==> src/rtl/lih_pkg.sv <==
package lih_pkg;

  localparam int unsigned DW = 32;
  localparam int unsigned SW = 16;

  typedef enum logic [2:0] {
    S_IDLE, S_RD_VER, S_RD_INIT, S_WR_INIT, S_POLL, S_WAIT, S_RD_STA, S_RD_STB
  } state_t;

  localparam int unsigned RES_OK     = 0;
  localparam int unsigned RES_TMO    = 1;
  localparam int unsigned RES_RTERR  = 2;
  localparam int unsigned RES_UNINIT = 3;

  localparam logic [1:0] FEC_NONE = 2'd0;
  localparam logic [1:0] FEC_KR   = 2'd1;
  localparam logic [1:0] FEC_RS   = 2'd2;

endpackage

==> src/rtl/lih_timer.sv <==
module lih_timer #(
  parameter int unsigned INTERVAL_CYC = 12_500_000,
  parameter int unsigned TIMEOUT_CYC  = 1_250_000_000
) (
  input  logic clk,
  input  logic rst,
  input  logic window_on,
  input  logic wait_on,
  output logic wait_done,
  output logic expired
);
  localparam int unsigned IW = $clog2(INTERVAL_CYC + 1);
  localparam int unsigned TW = $clog2(TIMEOUT_CYC + 1);
  localparam logic [IW-1:0] IV_LAST = IW'(INTERVAL_CYC - 1);
  localparam logic [TW-1:0] TO_END  = TW'(TIMEOUT_CYC);

  logic [IW-1:0] iv_cnt;
  logic [TW-1:0] to_cnt;

  always_ff @(posedge clk) begin
    if (rst || !wait_on) iv_cnt <= '0;
    else if (iv_cnt != IV_LAST) iv_cnt <= iv_cnt + 1'b1;
  end

  always_ff @(posedge clk) begin
    if (rst || !window_on) to_cnt <= '0;
    else if (to_cnt != TO_END) to_cnt <= to_cnt + 1'b1;
  end

  assign wait_done = wait_on && (iv_cnt == IV_LAST);
  assign expired   = (to_cnt == TO_END);

  // once the window has run out it stays expired until the window closes
  p_expire_sticky_r7: assert property (@(posedge clk) disable iff (rst)
    (window_on && expired) |=> (expired || !window_on));

endmodule

==> src/rtl/lih_status_decode.sv <==
module lih_status_decode
  import lih_pkg::*;
#(
  parameter int unsigned MIN_MAJOR = 3
) (
  input  logic [SW-1:0] stat_a,
  input  logic [SW-1:0] stat_b,
  input  logic          done_seen,
  input  logic [3:0]    major,
  output logic [3:0]    res,
  output logic          release_bus,
  output logic          fec_ok
);
  logic [1:0] grp_ok;
  logic [1:0] fast_link;

  for (genvar g = 0; g < 2; g++) begin : g_ret
    logic [SW-1:0] w;
    assign w            = (g == 0) ? stat_a : stat_b;
    assign grp_ok[g]    = (w[15:8] == 8'h00);
    assign fast_link[g] = (w[7:0] > 8'd1);
  end

  always_comb begin
    res = '0;
    if (!done_seen)     res[RES_TMO]   = 1'b1;
    else if (&grp_ok)   res[RES_OK]    = 1'b1;
    else                res[RES_RTERR] = 1'b1;
  end

  assign release_bus = done_seen;
  assign fec_ok      = (major >= 4'(MIN_MAJOR)) && (|fast_link);

endmodule

==> src/rtl/lih_seq.sv <==
module lih_seq
  import lih_pkg::*;
#(
  parameter int unsigned ADDR_W       = 16,
  parameter int unsigned LINKS        = 8,
  parameter int unsigned MIN_MAJOR    = 3,
  parameter int unsigned INTERVAL_CYC = 12_500_000,
  parameter int unsigned TIMEOUT_CYC  = 1_250_000_000
) (
  input  logic              clk,
  input  logic              rst,
  input  logic              go_i,
  input  logic [1:0]        fec_code_i,
  output logic              reg_req_o,
  output logic              reg_wr_o,
  output logic [ADDR_W-1:0] reg_addr_o,
  output logic [DW-1:0]     reg_wdata_o,
  input  logic              reg_ack_i,
  input  logic [DW-1:0]     reg_rdata_i,
  output logic              busy_o,
  output logic [3:0]        result_o,
  output logic              bus_release_o,
  output logic              fec_supported_o,
  output logic [SW-1:0]     status_a_o,
  output logic [SW-1:0]     status_b_o
);
  localparam logic [ADDR_W-1:0] A_INIT = ADDR_W'(16'h1000);
  localparam logic [ADDR_W-1:0] A_VER  = ADDR_W'(16'h1004);
  localparam logic [ADDR_W-1:0] A_STA  = ADDR_W'(16'h1020);
  localparam logic [ADDR_W-1:0] A_STB  = ADDR_W'(16'h1024);
  localparam int unsigned FLD_LO = 8;

  state_t     state;
  logic [3:0] major_q;
  logic       done_seen_q;
  logic [1:0] fec_q;
  logic       wait_done, expired;
  logic [3:0] dec_res;
  logic       dec_rel, dec_fec;
  logic [DW-1:0] start_word;

  always_comb begin
    start_word    = '0;
    start_word[1] = 1'b1;
    for (int i = 0; i < int'(LINKS); i++)
      start_word[FLD_LO + 2*i +: 2] = fec_q;
  end

  lih_timer #(.INTERVAL_CYC(INTERVAL_CYC), .TIMEOUT_CYC(TIMEOUT_CYC)) u_timer (
    .clk(clk), .rst(rst),
    .window_on(state == S_POLL || state == S_WAIT),
    .wait_on(state == S_WAIT),
    .wait_done(wait_done), .expired(expired)
  );

  lih_status_decode #(.MIN_MAJOR(MIN_MAJOR)) u_dec (
    .stat_a(status_a_o), .stat_b(reg_rdata_i[SW-1:0]),
    .done_seen(done_seen_q), .major(major_q),
    .res(dec_res), .release_bus(dec_rel), .fec_ok(dec_fec)
  );

  always_ff @(posedge clk) begin
    if (rst) begin
      state <= S_IDLE;  major_q <= '0;  done_seen_q <= 1'b0;  fec_q <= '0;
      reg_req_o <= 1'b0;  reg_wr_o <= 1'b0;  reg_addr_o <= '0;  reg_wdata_o <= '0;
      busy_o <= 1'b0;  result_o <= '0;  bus_release_o <= 1'b0;
      fec_supported_o <= 1'b0;  status_a_o <= '0;  status_b_o <= '0;
    end else begin
      case (state)
        S_IDLE: if (go_i) begin
          busy_o <= 1'b1;  result_o <= '0;  bus_release_o <= 1'b0;
          fec_supported_o <= 1'b0;  status_a_o <= '0;  status_b_o <= '0;
          done_seen_q <= 1'b0;  fec_q <= fec_code_i;
          reg_req_o <= 1'b1;  reg_wr_o <= 1'b0;  reg_addr_o <= A_VER;
          state <= S_RD_VER;
        end
        S_RD_VER: if (reg_ack_i) begin
          major_q <= reg_rdata_i[31:28];
          if (reg_rdata_i == '0) begin
            reg_req_o <= 1'b0;  busy_o <= 1'b0;
            result_o[RES_UNINIT] <= 1'b1;  bus_release_o <= 1'b1;
            state <= S_IDLE;
          end else begin
            reg_addr_o <= A_INIT;
            state <= (reg_rdata_i[31:28] >= 4'(MIN_MAJOR)) ? S_RD_INIT : S_POLL;
          end
        end
        S_RD_INIT: if (reg_ack_i) begin
          if (reg_rdata_i[1:0] != 2'b00) state <= S_POLL;
          else begin
            reg_wr_o <= 1'b1;  reg_wdata_o <= start_word;  state <= S_WR_INIT;
          end
        end
        S_WR_INIT: if (reg_ack_i) begin
          reg_wr_o <= 1'b0;  state <= S_POLL;
        end
        S_POLL: if (reg_ack_i) begin
          if (reg_rdata_i[0]) begin
            done_seen_q <= 1'b1;  reg_addr_o <= A_STA;  state <= S_RD_STA;
          end else if (expired) begin
            reg_addr_o <= A_STA;  state <= S_RD_STA;
          end else begin
            reg_req_o <= 1'b0;  state <= S_WAIT;
          end
        end
        S_WAIT: if (wait_done) begin
          reg_req_o <= 1'b1;  reg_addr_o <= A_INIT;  state <= S_POLL;
        end
        S_RD_STA: if (reg_ack_i) begin
          status_a_o <= reg_rdata_i[SW-1:0];  reg_addr_o <= A_STB;  state <= S_RD_STB;
        end
        S_RD_STB: if (reg_ack_i) begin
          status_b_o <= reg_rdata_i[SW-1:0];  reg_req_o <= 1'b0;  busy_o <= 1'b0;
          result_o <= dec_res;  bus_release_o <= dec_rel;  fec_supported_o <= dec_fec;
          state <= S_IDLE;
        end
        default: state <= S_IDLE;
      endcase
    end
  end

  p_req_hold_r12: assert property (@(posedge clk) disable iff (rst)
    (reg_req_o && !reg_ack_i) |=> (reg_req_o && $stable(reg_addr_o) &&
                                   $stable(reg_wr_o) && $stable(reg_wdata_o)));
  p_idle_quiet_r1: assert property (@(posedge clk) disable iff (rst)
    !busy_o |-> !reg_req_o);
  p_onehot_r11: assert property (@(posedge clk) disable iff (rst)
    $onehot0(result_o));
  p_busy_clear_r11: assert property (@(posedge clk) disable iff (rst)
    busy_o |-> (result_o == 4'b0000));
  p_timeout_hold_r7: assert property (@(posedge clk) disable iff (rst)
    result_o[RES_TMO] |-> !bus_release_o);
  p_release_r9: assert property (@(posedge clk) disable iff (rst)
    (result_o[RES_OK] || result_o[RES_RTERR] || result_o[RES_UNINIT]) |-> bus_release_o);

endmodule

==> config.mk <==
export PLATFORM = sky130hd
export DESIGN_NAME = lih_seq
export DESIGN_NICKNAME = d
export VERILOG_FILES = /design/src/rtl/lih_pkg.sv /design/src/rtl/lih_timer.sv /design/src/rtl/lih_status_decode.sv /design/src/rtl/lih_seq.sv
export SDC_FILE = /design/constraint.sdc
export NUM_CORES = 1
export LEC_CHECK = 0
export BUFFER_PORTS_ARGS = -buffer_cell sky130_fd_sc_hd__buf_2
export CORE_MARGIN = 2
export CORE_UTILIZATION = 58
export DETAILED_ROUTE_END_ITERATION = 10
export PLACE_DENSITY = 0.9
export SLEW_MARGIN = 40
export SYNTH_ARGS = -nofsm -noshare
export SYNTH_HDL_FRONTEND = slang
export SYNTH_SLANG_ARGS = --single-unit
==> constraint.sdc <==
create_clock -name clk -period 5.06 [get_ports clk]
set_input_delay 0.253 -clock clk [delete_from_list [all_inputs] [get_ports clk]]
set_output_delay 0.253 -clock clk [all_outputs]
set_load 0.02 [all_outputs]
[Word-level counts from Yosys, hierarchy flattened]
Index checks and enable logic that the tools add are counted.
Storage, ports and cells
  bits in registers: 139
  bits in latches: 0
  RAM bits: 0
  bits in read-only memories: 0
  input port bits: 38
  output and inout port bits: 89
  word-level logic and storage cells: 141
  memories kept: 0
Operators by class
  add/subtract/negate cells: 2
  multipliers: 0
  div/mod/pow operators: 0
  magnitude comparators: 4
  equality and inequality tests: 26
  shift operators: 0
  mux-type cells: 59
  bitwise operators: 1
  reductions and logical operators: 32
Operators by type and width (number)
  $mux 16: 10
  $pmux 16 s5: 1
  $pmux 16 s2: 2
  $mux 3: 11
  $logic_not 32->1: 1
  $add 31x1->31 const B: 1
  $eq 31x31->1 const B: 1
  $ne 31x31->1 const B: 1
  $ne 2x2->1 const B: 14
  $add 24x1->24 const B: 1
  $eq 24x24->1 const B: 1
  $ne 24x24->1 const B: 1
  $pmux 3 s8: 1
  $mux 1: 22
  $gt 8x1->1 const B: 2
  $logic_not 8->1: 2
  $reduce_and 8->1: 2
  $eq 3x3->1 const B: 4
  $pmux 1 s3: 4
  $reduce_and 5->1: 2
  $reduce_bool 5->1: 2
  $reduce_and 3->1: 3
  $reduce_and 9->1: 1
  $ge 4x2->1 const B: 2
  18 further kinds: 32

[Longest topological paths before layout]
Gate-level depths: netlist of run 1.
  depth after elaboration: 6
  gate-level depth with buffers: 9
  depth with buffers taken out: 8

[Modules after synthesis]
Synthesis of run 1 repeated with hierarchy kept, for this count alone.
Unflattened totals
  cells, all modules: 711
  area total of the unflattened synthesis: 5753.0 sq um
By module, submodules not included
  lih_seq: instances 1, cells each 358, area an instance 2862.7 sq um, seq. area each 1141.1 sq um
  lih_timer: instances 1, cells each 335, area an instance 2783.9 sq um, seq. area each 1101.1 sq um
  lih_status_decode: instances 1, cells each 18, area an instance 106.4 sq um, seq. area each 0.0 sq um

[Worst setup path after synthesis of run 1]
No wires, ideal clock.
  kind: register -> register
  from: register u_timer.iv_cnt[0]
  to: register reg_req_o
  setup time: 0.070 ns
  arrival: 2.264 ns
  data required time: 4.990 ns
  slack: 2.726 ns
  cell stages (with the launch flop): 8
  path buffers: 0
  clock period less this slack: 2.334 ns
  cell sequence: dfxtp_1 -> ha_1 -> nand4_1 -> or4_1 -> or4_4 -> o31a_1 -> a2111o_1 -> a21oi_1
Between the ends
  word-level cells in the longest chain between the ends: 4
RTL lines
  start, declared: RTL line lih_timer.sv:17  | logic [IW-1:0] iv_cnt;
  start signal, assigned: RTL line lih_timer.sv:22  | else if (iv_cnt != IV_LAST) iv_cnt <= iv_cnt + 1'b1;
  $eq 24x24->1: RTL line lih_timer.sv:30  | assign wait_done = wait_on && (iv_cnt == IV_LAST);
  $logic_and 1x1->1: RTL line lih_timer.sv:30
  $ne 2x2->1 (no source line)
  $reduce_and 9->1 (no source line)
  end signal, assigned: RTL line lih_seq.sv:65  | reg_req_o <= 1'b0; reg_wr_o <= 1'b0; reg_addr_o <= '0; reg_wdata_o <= '0;
  end signal, assigned: RTL line lih_seq.sv:74  | reg_req_o <= 1'b1; reg_wr_o <= 1'b0; reg_addr_o <= A_VER;
  end signal, assigned: RTL line lih_seq.sv:80  | reg_req_o <= 1'b0; busy_o <= 1'b0;
  end, declared: RTL line lih_seq.sv:14  | output logic reg_req_o,
No other way between the ends.
A chain may end at the register's enable or synchronous reset.

[Final worst setup path of run 1]
  from: register state[0]
  to: register reg_req_o
Between the ends
  word-level cells in the longest chain between the ends: 4
  elaborated cells between the ends (all ways): 17
  those cells by class: eq/ne (12); mux (1); reduce/logical (4)
RTL lines
  start, declared: RTL line lih_seq.sv:33  | state_t state;
  start signal, assigned: RTL line lih_seq.sv:85  | state <= (reg_rdata_i[31:28] >= 4'(MIN_MAJOR)) ? S_RD_INIT : S_POLL;
  $eq 3x3->1: RTL line lih_seq.sv:52, lih_seq.sv:69
  $logic_and 1x1->1: RTL line lih_timer.sv:30
  $ne 2x2->1 (no source line)
  $reduce_and 9->1 (no source line)
Several ways; a longest one is shown, not always the timed one.

==> results of run 1 <==
flip-flops by register name, indices dropped and copies added (netlist names), 2 cells and up:
| signal | cells |
|---|---|
| u_timer.iv_cnt | 24 |
| status_b_o | 16 |
| u_timer.to_cnt | 31 |
| reg_addr_o | 3 |
| state | 3 |
| major_q | 4 |
| fec_q | 2 |
| reg_wdata_o | 3 |
| status_a_o | 16 |
| result_o | 4 |
worst paths after layout:
kind                                                  start                           to  cells past startpoint
worst min register to register  status_b_o[15]$_SDFFE_PP0P_  status_b_o[15]$_SDFFE_PP0P_                      2
worst max-delay path                  state[0]$_SDFFE_PP0P_       reg_req_o$_SDFFE_PP0P_                      6
worst max register to register        state[0]$_SDFFE_PP0P_       reg_req_o$_SDFFE_PP0P_                      6
worst min-delay path                          fec_code_i[1]        fec_q[1]$_SDFFE_PP0P_                      3
cell usage after synthesis (3+ instances only):
library cell	n
sky130_fd_sc_hd__dfxtp_1	112
sky130_fd_sc_hd__nor2_1	87
sky130_fd_sc_hd__nand2_1	66
sky130_fd_sc_hd__nand3_1	61
sky130_fd_sc_hd__a21oi_1	56
sky130_fd_sc_hd__buf_4	42
sky130_fd_sc_hd__xor2_1	32
sky130_fd_sc_hd__clkbuf_1	27
sky130_fd_sc_hd__nand4_1	20
sky130_fd_sc_hd__nor4_1	18
sky130_fd_sc_hd__xnor2_1	15
sky130_fd_sc_hd__and3_1	13
sky130_fd_sc_hd__o21ai_0	11
sky130_fd_sc_hd__nor3_1	10
sky130_fd_sc_hd__mux2i_1	9
sky130_fd_sc_hd__inv_1	8
sky130_fd_sc_hd__buf_1	5
sky130_fd_sc_hd__or3_1	5
sky130_fd_sc_hd__and4_1	4
sky130_fd_sc_hd__nor2b_1	4
sky130_fd_sc_hd__a211oi_1	3
sky130_fd_sc_hd__a21o_1	3
sky130_fd_sc_hd__buf_2	3
sky130_fd_sc_hd__ha_1	3
sky130_fd_sc_hd__nand2b_1	3
sky130_fd_sc_hd__o21a_1	3
kinds of logic (layout without fill, tap and decap cells):
| family | after synthesis | count (layout) |
|---|---|---|
| simple gates | 304 | 304 |
| flops | 112 | 112 |
| compound gates | 97 | 97 |
| buf+inv | 85 | 123 |
| xor+xnor | 47 | 47 |
| mux | 9 | 9 |
| fa+ha+maj | 3 | 3 |
| other cells | 1 | 28 |
cell type report:
class | instances | area, um2 | area share, %
inverter | 8 | 30.0 | 0.514
timing repair buffer | 99 | 500 | 8.57
sequential | 112 | 2240 | 38.4
clock buffer | 9 | 124 | 2.12
clock inverter | 7 | 72.6 | 1.24
multi-input combinational | 488 | 2730 | 46.8
tap | 108 | 135 | 2.31
layer usage:
metal	up-vias	part of all wire, %	GRT usage [%]
li1	2340	-	-
met1	2302	41	31.1
met2	229	49	42.5
met3	24	8.2	5.50
met4	0	1.6	9.38
met5	-	0	0
where the power goes:
part           switching [mW]  internal (mW)
Clock                   0.335          0.196
Sequential             0.0180          0.893
Combinational           0.117         0.0517
Total                   0.470           1.14
critical path, stage by stage (launching register included):
cell and delay, ns:
sky130_fd_sc_hd__dfxtp_1 0.81, sky130_fd_sc_hd__and3_1 0.82, sky130_fd_sc_hd__a21o_1 0.63, sky130_fd_sc_hd__nor3_1 0.14
sky130_fd_sc_hd__o31a_1 0.16, sky130_fd_sc_hd__a2111o_1 0.41, sky130_fd_sc_hd__a21oi_1 0.16
==> impl_summary.txt, run 1 <==
----------------------------------------------------
[Critical path]
  Element type at the critical path end ... flop
  Kind of start point of the critical path ... flop
  Worst EP required ... 5.37 ns
  CP max FO ... 23
  Category of the most critical setup path ... reg2reg
  Arrival time worst endpoint ... ~3.5 ns
  R2r setup slk ... 1.85 ns

[Clock network]
  Clock slew seen by the registers of the worst setup and hold paths ... between 0.1 and 0.15 ns
  Cell chosen for the clock root ... sky130_fd_sc_hd__clkbuf_8
  Number of clock buffers inserted by TritonCTS ... 9
  Hold_buf cts ... 0
  Clock tree buffer depth ... 2
  Number of sinks driven by the clock tree ... 112
  Number of H-tree levels ... 3
  Clock tree from TritonCTS ... done
  Buffers inserted during post-CTS setup optimization ... 0
  Post-CTS Resized ... 0
  Worst-skew pair later-pin latency ... about 0.39 ns

[STA]
  Accumulated negative setup slack ... 0 ns
  Share of the cycle needed by the critical path after routing ... 63.4%
  Setup repair after global routing missed its margin ... false
  Worst Max-Slew Pin Slew ... approximately 0.83 ns
  Clock Skew ... 0.0190 ns
  Fin worst setup slack ... 1.85 ns
  Shortest clock period the worst path allows after layout ... roughly 3.2 ns
  Slew HR ... between 40% and 50%
  Count of final setup violators ... 0
  Worst hold slack ... 0.111 ns
  Highest clock frequency the design can meet ... 312 MHz
  Final hold violation count ... 0
  Pins Over Slew Limit ... 0

[Synthesis]
  Synthesis Warnings ... 0
  Number of enable-type register cells in the synthesized netlist ... 0
  Primary flip-flop cell chosen by synthesis mapping ... sky130_fd_sc_hd__dfxtp_1
  Area share of xor/xnor cells in the synthesized design ... 7.73%
  Synth area leader ... sky130_fd_sc_hd__dfxtp_1
  Area share of the largest cell type after synthesis ... 42.1%
  Average footprint of a synthesized cell ... 8.09 um2
  Netlist Area Pre-Place ... around 5300 um2
  Number of library cell types mapped by synthesis ... 53
  Portion of netlist area occupied by mux cells ... 1.69%
  Adder-cell share of the synthesized area ... 0.705%
  Synthesis-stage register bit count ... 112
  Synthesized netlist cell count ... 658
  Main combinational cell family by area after synthesis ... simple AND/OR/NAND/NOR gates
  Sequential cell area fraction in the yosys report ... 42.1%
  Async set-reset flop share out of synthesis ... 0%
  Simple logic cell fraction of the synthesized area ... 27.8%
  Area contributors post-synth ... sky130_fd_sc_hd__dfxtp_1, sky130_fd_sc_hd__nor2_1, sky130_fd_sc_hd__buf_4
  Area fraction in compound gates after synthesis ... 10.9%

[Power]
  Worst-case vdd ir drop ... between 150 and 200 uV
  P per Cell Area ... between 200 and 300 nW/um2
  Reported leakage power ... roughly 2.2 nW
  Total power ... 1.61 mW

[Floorplan]
  Core Box Area ... between 8000 and 9000 um2
  Initial cell density of the core ... between 60% and 70%
  Die X-Extent ... around 100 um
  Die height ... approximately 100 um
  Site row count ... 34
  Io pins ... roughly 130
  Overall die area ... between 9000 and 10,000 um2

[Finish]
  Post-layout nets ... around 760
  Inserted Diodes ... 0
  Layout Cell Area excl Fill ... between 5000 and 6000 um2
  Fill count ... 672
  Fraction of final layout cells sized beyond drive strength 1 ... 17.6%
  Most common cell after layout, fill and taps aside ... sky130_fd_sc_hd__dfxtp_1
  Commonest cells after routing, fill and taps aside ... sky130_fd_sc_hd__dfxtp_1, sky130_fd_sc_hd__buf_2, sky130_fd_sc_hd__nor2_1
  Count of placed standard cells in the final layout, fillers left out ... slightly above 800
  Utilization after layout ... 66.3%
  Layout area overhead ... 9.63%

[Routing]
  Antenna viol nets, final ... 0
  DRC marker count from the first detailed-route iteration ... 320
  Via count ... 4,895
  Iteration count of the initial detailed-routing pass ... 5
  Average wire per cell in the routed design ... 15.2 um
  Drt total wl ... 12,700 um
  Via-per-instance ratio ... 5.89
  DRC violation count after routing ... 0

[Placed design]
  Final estimated routing congestion in global placement ... 0.928
  Total cell area at the placement stage ... about 5600 um2
  Number of buffer cells added on primary ports ... 98
  Placed cells ... roughly 820
  DP Wirelength ... 8660 um
  Worst setup slack before clock tree synthesis ... 1.85 ns

[Global route]
  Wire length of the first global-routing pass ... 20,500 um
  Antenna violations before repair ... 0
  Residual overflow from global routing ... 0
  Vias in the first global route ... 4,493
  Largest net degree at the start of global routing ... 58
  Global Route Usage Sum ... 25.0%

[Job]
  Maxcap violations ... 0

[Hold path]
  Hold Path Class ... in2reg

[Run status]
  Run status ... finished, final reports clean

----------------------------------------------------
Note: power is estimated with default switching activity, not from simulation.
==> inputs of run 2 (changes only) <==
--- a/config.mk
+++ b/config.mk
@@ -5,11 +5,12 @@
 export SDC_FILE = /design/constraint.sdc
 export NUM_CORES = 1
 export LEC_CHECK = 0
+export ABC_AREA = 1
 export BUFFER_PORTS_ARGS = -buffer_cell sky130_fd_sc_hd__buf_2
 export CORE_MARGIN = 2
-export CORE_UTILIZATION = 58
+export CORE_UTILIZATION = 55
 export DETAILED_ROUTE_END_ITERATION = 10
-export PLACE_DENSITY = 0.9
+export PLACE_DENSITY = 0.86
 export SLEW_MARGIN = 40
 export SYNTH_ARGS = -nofsm -noshare
 export SYNTH_HDL_FRONTEND = slang
==> constraint.sdc (replaced) <==
create_clock -name clk -period 2.96 [get_ports clk]
set_input_delay 0.148 -clock clk [delete_from_list [all_inputs] [get_ports clk]]
set_output_delay 0.148 -clock clk [all_outputs]
set_load 0.02 [all_outputs]
==> run 2 against run 1 <==
First-iteration DRC count shrank 35%. Count of clock-buffer cells in the layout is the same. Power grew 110%. Clock skew shrank 0.010 ns. Area after synthesis grew 6.7%. Setup slack lost 1.0 ns. Cell count grew 27%. Cell area grew 7.8%. Maximum frequency grew 49%. Critical path type unchanged. Critical endpoint is now status_b_o[1]$_SDFFE_PP0P_.
==> impl_summary.txt, run 2 <==
----------------------------------------------------
[Run status]
  Run status ... finished, final reports clean

[Synthesis]
  Primary flip-flop cell chosen by synthesis mapping ... sky130_fd_sc_hd__dfxtp_1
  Number of library cell types mapped by synthesis ... 38
  Synthesized netlist cell count ... 837
  Area share of the largest cell type after synthesis ... 39.5%
  Netlist Area Pre-Place ... 5680 um2
  Count leader, synth ... sky130_fd_sc_hd__nand2_1
  Area contributors post-synth ... sky130_fd_sc_hd__dfxtp_1, sky130_fd_sc_hd__nand2_1, sky130_fd_sc_hd__a21oi_1
  Sequential cell area fraction in the yosys report ... 39.5%
  Synthesis Warnings ... 0
  Number of enable-type register cells in the synthesized netlist ... 0
  Synth area leader ... sky130_fd_sc_hd__dfxtp_1
  Async set-reset flop share out of synthesis ... 0%
  Post-synth top cells ... sky130_fd_sc_hd__nand2_1, sky130_fd_sc_hd__nor2_1, sky130_fd_sc_hd__dfxtp_1
  Average footprint of a synthesized cell ... 6.79 um2
  Synthesis-stage register bit count ... 112

[Routing]
  Iteration count of the initial detailed-routing pass ... 6
  Antenna viol nets, final ... 0
  Average wire per cell in the routed design ... 11.9 um
  Drt total wl ... 12,600 um
  Via count ... 5,371
  DRC violation count after routing ... 0
  DRC marker count from the first detailed-route iteration ... around 210
  Via-per-instance ratio ... 5.08

[Critical path]
  Worst EP required ... 3.22 ns
  CP max FO ... 23
  Setup crit start ... state[1]$_SDFFE_PP0P_
  Arrival time worst endpoint ... 2.42 ns
  Element type at the critical path end ... flop
  R2r setup slk ... slightly above 0.8 ns
  Standard cell with the maximum stage delay on the critical path ... sky130_fd_sc_hd__dfxtp_1
  Delay of the slowest cell on the worst path ... 0.59 ns
  Crit path cell chain ... nand2_1 > nor2_2 > nand2_1 > nand2_2 > inv_2 > a21oi_1 > nor2_1
  Cell repeated most along the worst path ... sky130_fd_sc_hd__nand2_1
  Kind of start point of the critical path ... flop
  RR Startpoint ... state[1]$_SDFFE_PP0P_
  Category of the most critical setup path ... reg2reg

[Clock network]
  Clock tree from TritonCTS ... done
  Cell chosen for the clock root ... sky130_fd_sc_hd__clkbuf_8
  Buffers inserted during post-CTS setup optimization ... 0
  Number of sinks driven by the clock tree ... 112
  Number of clock buffers inserted by TritonCTS ... 9
  Clock slew seen by the registers of the worst setup and hold paths ... about 0.11 ns
  Post-CTS Resized ... 0
  Worst-skew pair later-pin latency ... 0.37 ns
  Hold_buf cts ... 0
  Number of H-tree levels ... 3
  Clock tree buffer depth ... 2

[STA]
  Count of final setup violators ... 0
  Worst Max-Slew Pin Slew ... approximately 0.67 ns
  Accumulated negative setup slack ... 0 ns
  Setup repair after global routing missed its margin ... false
  Fin worst setup slack ... 0.806 ns
  Pins Over Slew Limit ... 0
  Shortest clock period the worst path allows after layout ... 2.15 ns
  Slew HR ... 55.4%
  Share of the cycle needed by the critical path after routing ... 72.8%
  Clock Skew ... ~0.0085 ns
  Highest clock frequency the design can meet ... 464 MHz
  Final hold violation count ... 0

[Job]
  Maxcap violations ... 0

[Finish]
  Largest registers in the final layout ... u_timer.to_cnt: 31 flops, u_timer.iv_cnt: 24 flops
  Layout area overhead ... 10.8%
  Fraction of final layout cells sized beyond drive strength 1 ... 16.4%
  Commonest cells after routing, fill and taps aside ... sky130_fd_sc_hd__nand2_1, sky130_fd_sc_hd__nor2_1, sky130_fd_sc_hd__dfxtp_1
  Register with the highest flop count ... u_timer.to_cnt
  Most common cell after layout, fill and taps aside ... sky130_fd_sc_hd__nand2_1
  Inserted Diodes ... 0
  Post-layout nets ... 957
  Fill count ... 941
  Number of flip-flops under the largest register name ... 31

[Placed design]
  Number of buffer cells added on primary ports ... 98
  Worst setup slack before clock tree synthesis ... around 0.85 ns
  Final estimated routing congestion in global placement ... 0.858
  DP Wirelength ... ~9400 um

[Power]
  P per Cell Area ... roughly 540 nW/um2
  Worst-case vdd ir drop ... 336 uV
  Reported leakage power ... 2.61 nW
  Total power ... ~3.4 mW

[Global route]
  Largest net degree at the start of global routing ... 45
  Residual overflow from global routing ... 0
  Antenna violations before repair ... 0
  Wire length of the first global-routing pass ... 21,700 um
  Vias in the first global route ... 4,932
  Global Route Usage Sum ... 23.2%

[Floorplan]
  Site row count ... 37
  Overall die area ... 11,200 um2
  Core Box Area ... 10,200 um2
  Initial cell density of the core ... 55.8%
  Die height ... 106 um
  Io pins ... 127
  Die X-Extent ... 106 um

[Hold path]
  Hold path startpoint ... reg_rdata_i[8]
  Hold Path Class ... in2reg

----------------------------------------------------
==> run 2: power by group <==
part | internal, mW | switching [mW]
clock | 0.486 | 0.538
sequential | 1.61 | 0.0702
combinational | 0.215 | 0.470
==> run 2: cell type report <==
type                            instances  area [um2]  area share (%)
Clock buffer                            9         124            1.97
Clock inverter                          7         103            1.63
Inverter                               93         349            5.55
Multi-Input combinational cell        599        2790            44.4
Sequential cell                       112        2240            35.6
Tap cell                              136         170            2.70
Timing Repair Buffer                  101         513            8.15
==> run 2: kinds of logic after synthesis <==
kind of cell,Yosys count,share of synthesized area [%]
flops,112,39.5
xor+xnor,7,1.08
compound gates,179,16.6
buf+inv,153,13.2
other cells,1,0.0660
simple gates,382,29.0
fa+ha+maj,3,0.661
==> run 2: through the flow <==
step / utilization [%] / hold slack (ns) / cells / cell area (um2)
after floorplan: - / 0.217 / 864 / 5780
after global placement: 59.6 / 0.412 / 1041 / 6070
after detailed placement: 59.6 / 0.415 / 1041 / 6070
after CTS: 61.8 / 0.0251 / 1057 / 6290
after global routing: 61.8 / 0.0373 / 1057 / 6290
final: 61.8 / 0.0347 / 1057 / 6290
==> run 2: worst paths after layout <==
| path | endpoint | cells past startpoint |
|---|---|---|
| max reg2reg | status_b_o[1]$_SDFFE_PP0P_ | 7 |
| min | status_b_o[8]$_SDFFE_PP0P_ | 3 |
| min reg2reg | reg_addr_o[5]$_SDFFE_PP0P_ | 2 |
| max | status_b_o[1]$_SDFFE_PP0P_ | 7 |
==> run 2: worst max-delay path, delay by kind of cell (launching register included) <==
family	cells	cell delay [ns]
AOI/OAI and AO/OA	1	0.18
buffers and inverters	1	0.23
DFF	1	0.59
and+or+nand+nor	5	1.05
==> run 2: routing by layer <==
metal | part of all wire, % | vias to the layer above | GRT usage (%)
met5 | 0 | - | 0
met4 | 2.1 | 0 | 7.89
met3 | 5.6 | 25 | 5.01
met2 | 46 | 183 | 38.7
met1 | 46 | 2354 | 29.7
li1 | - | 2809 | -
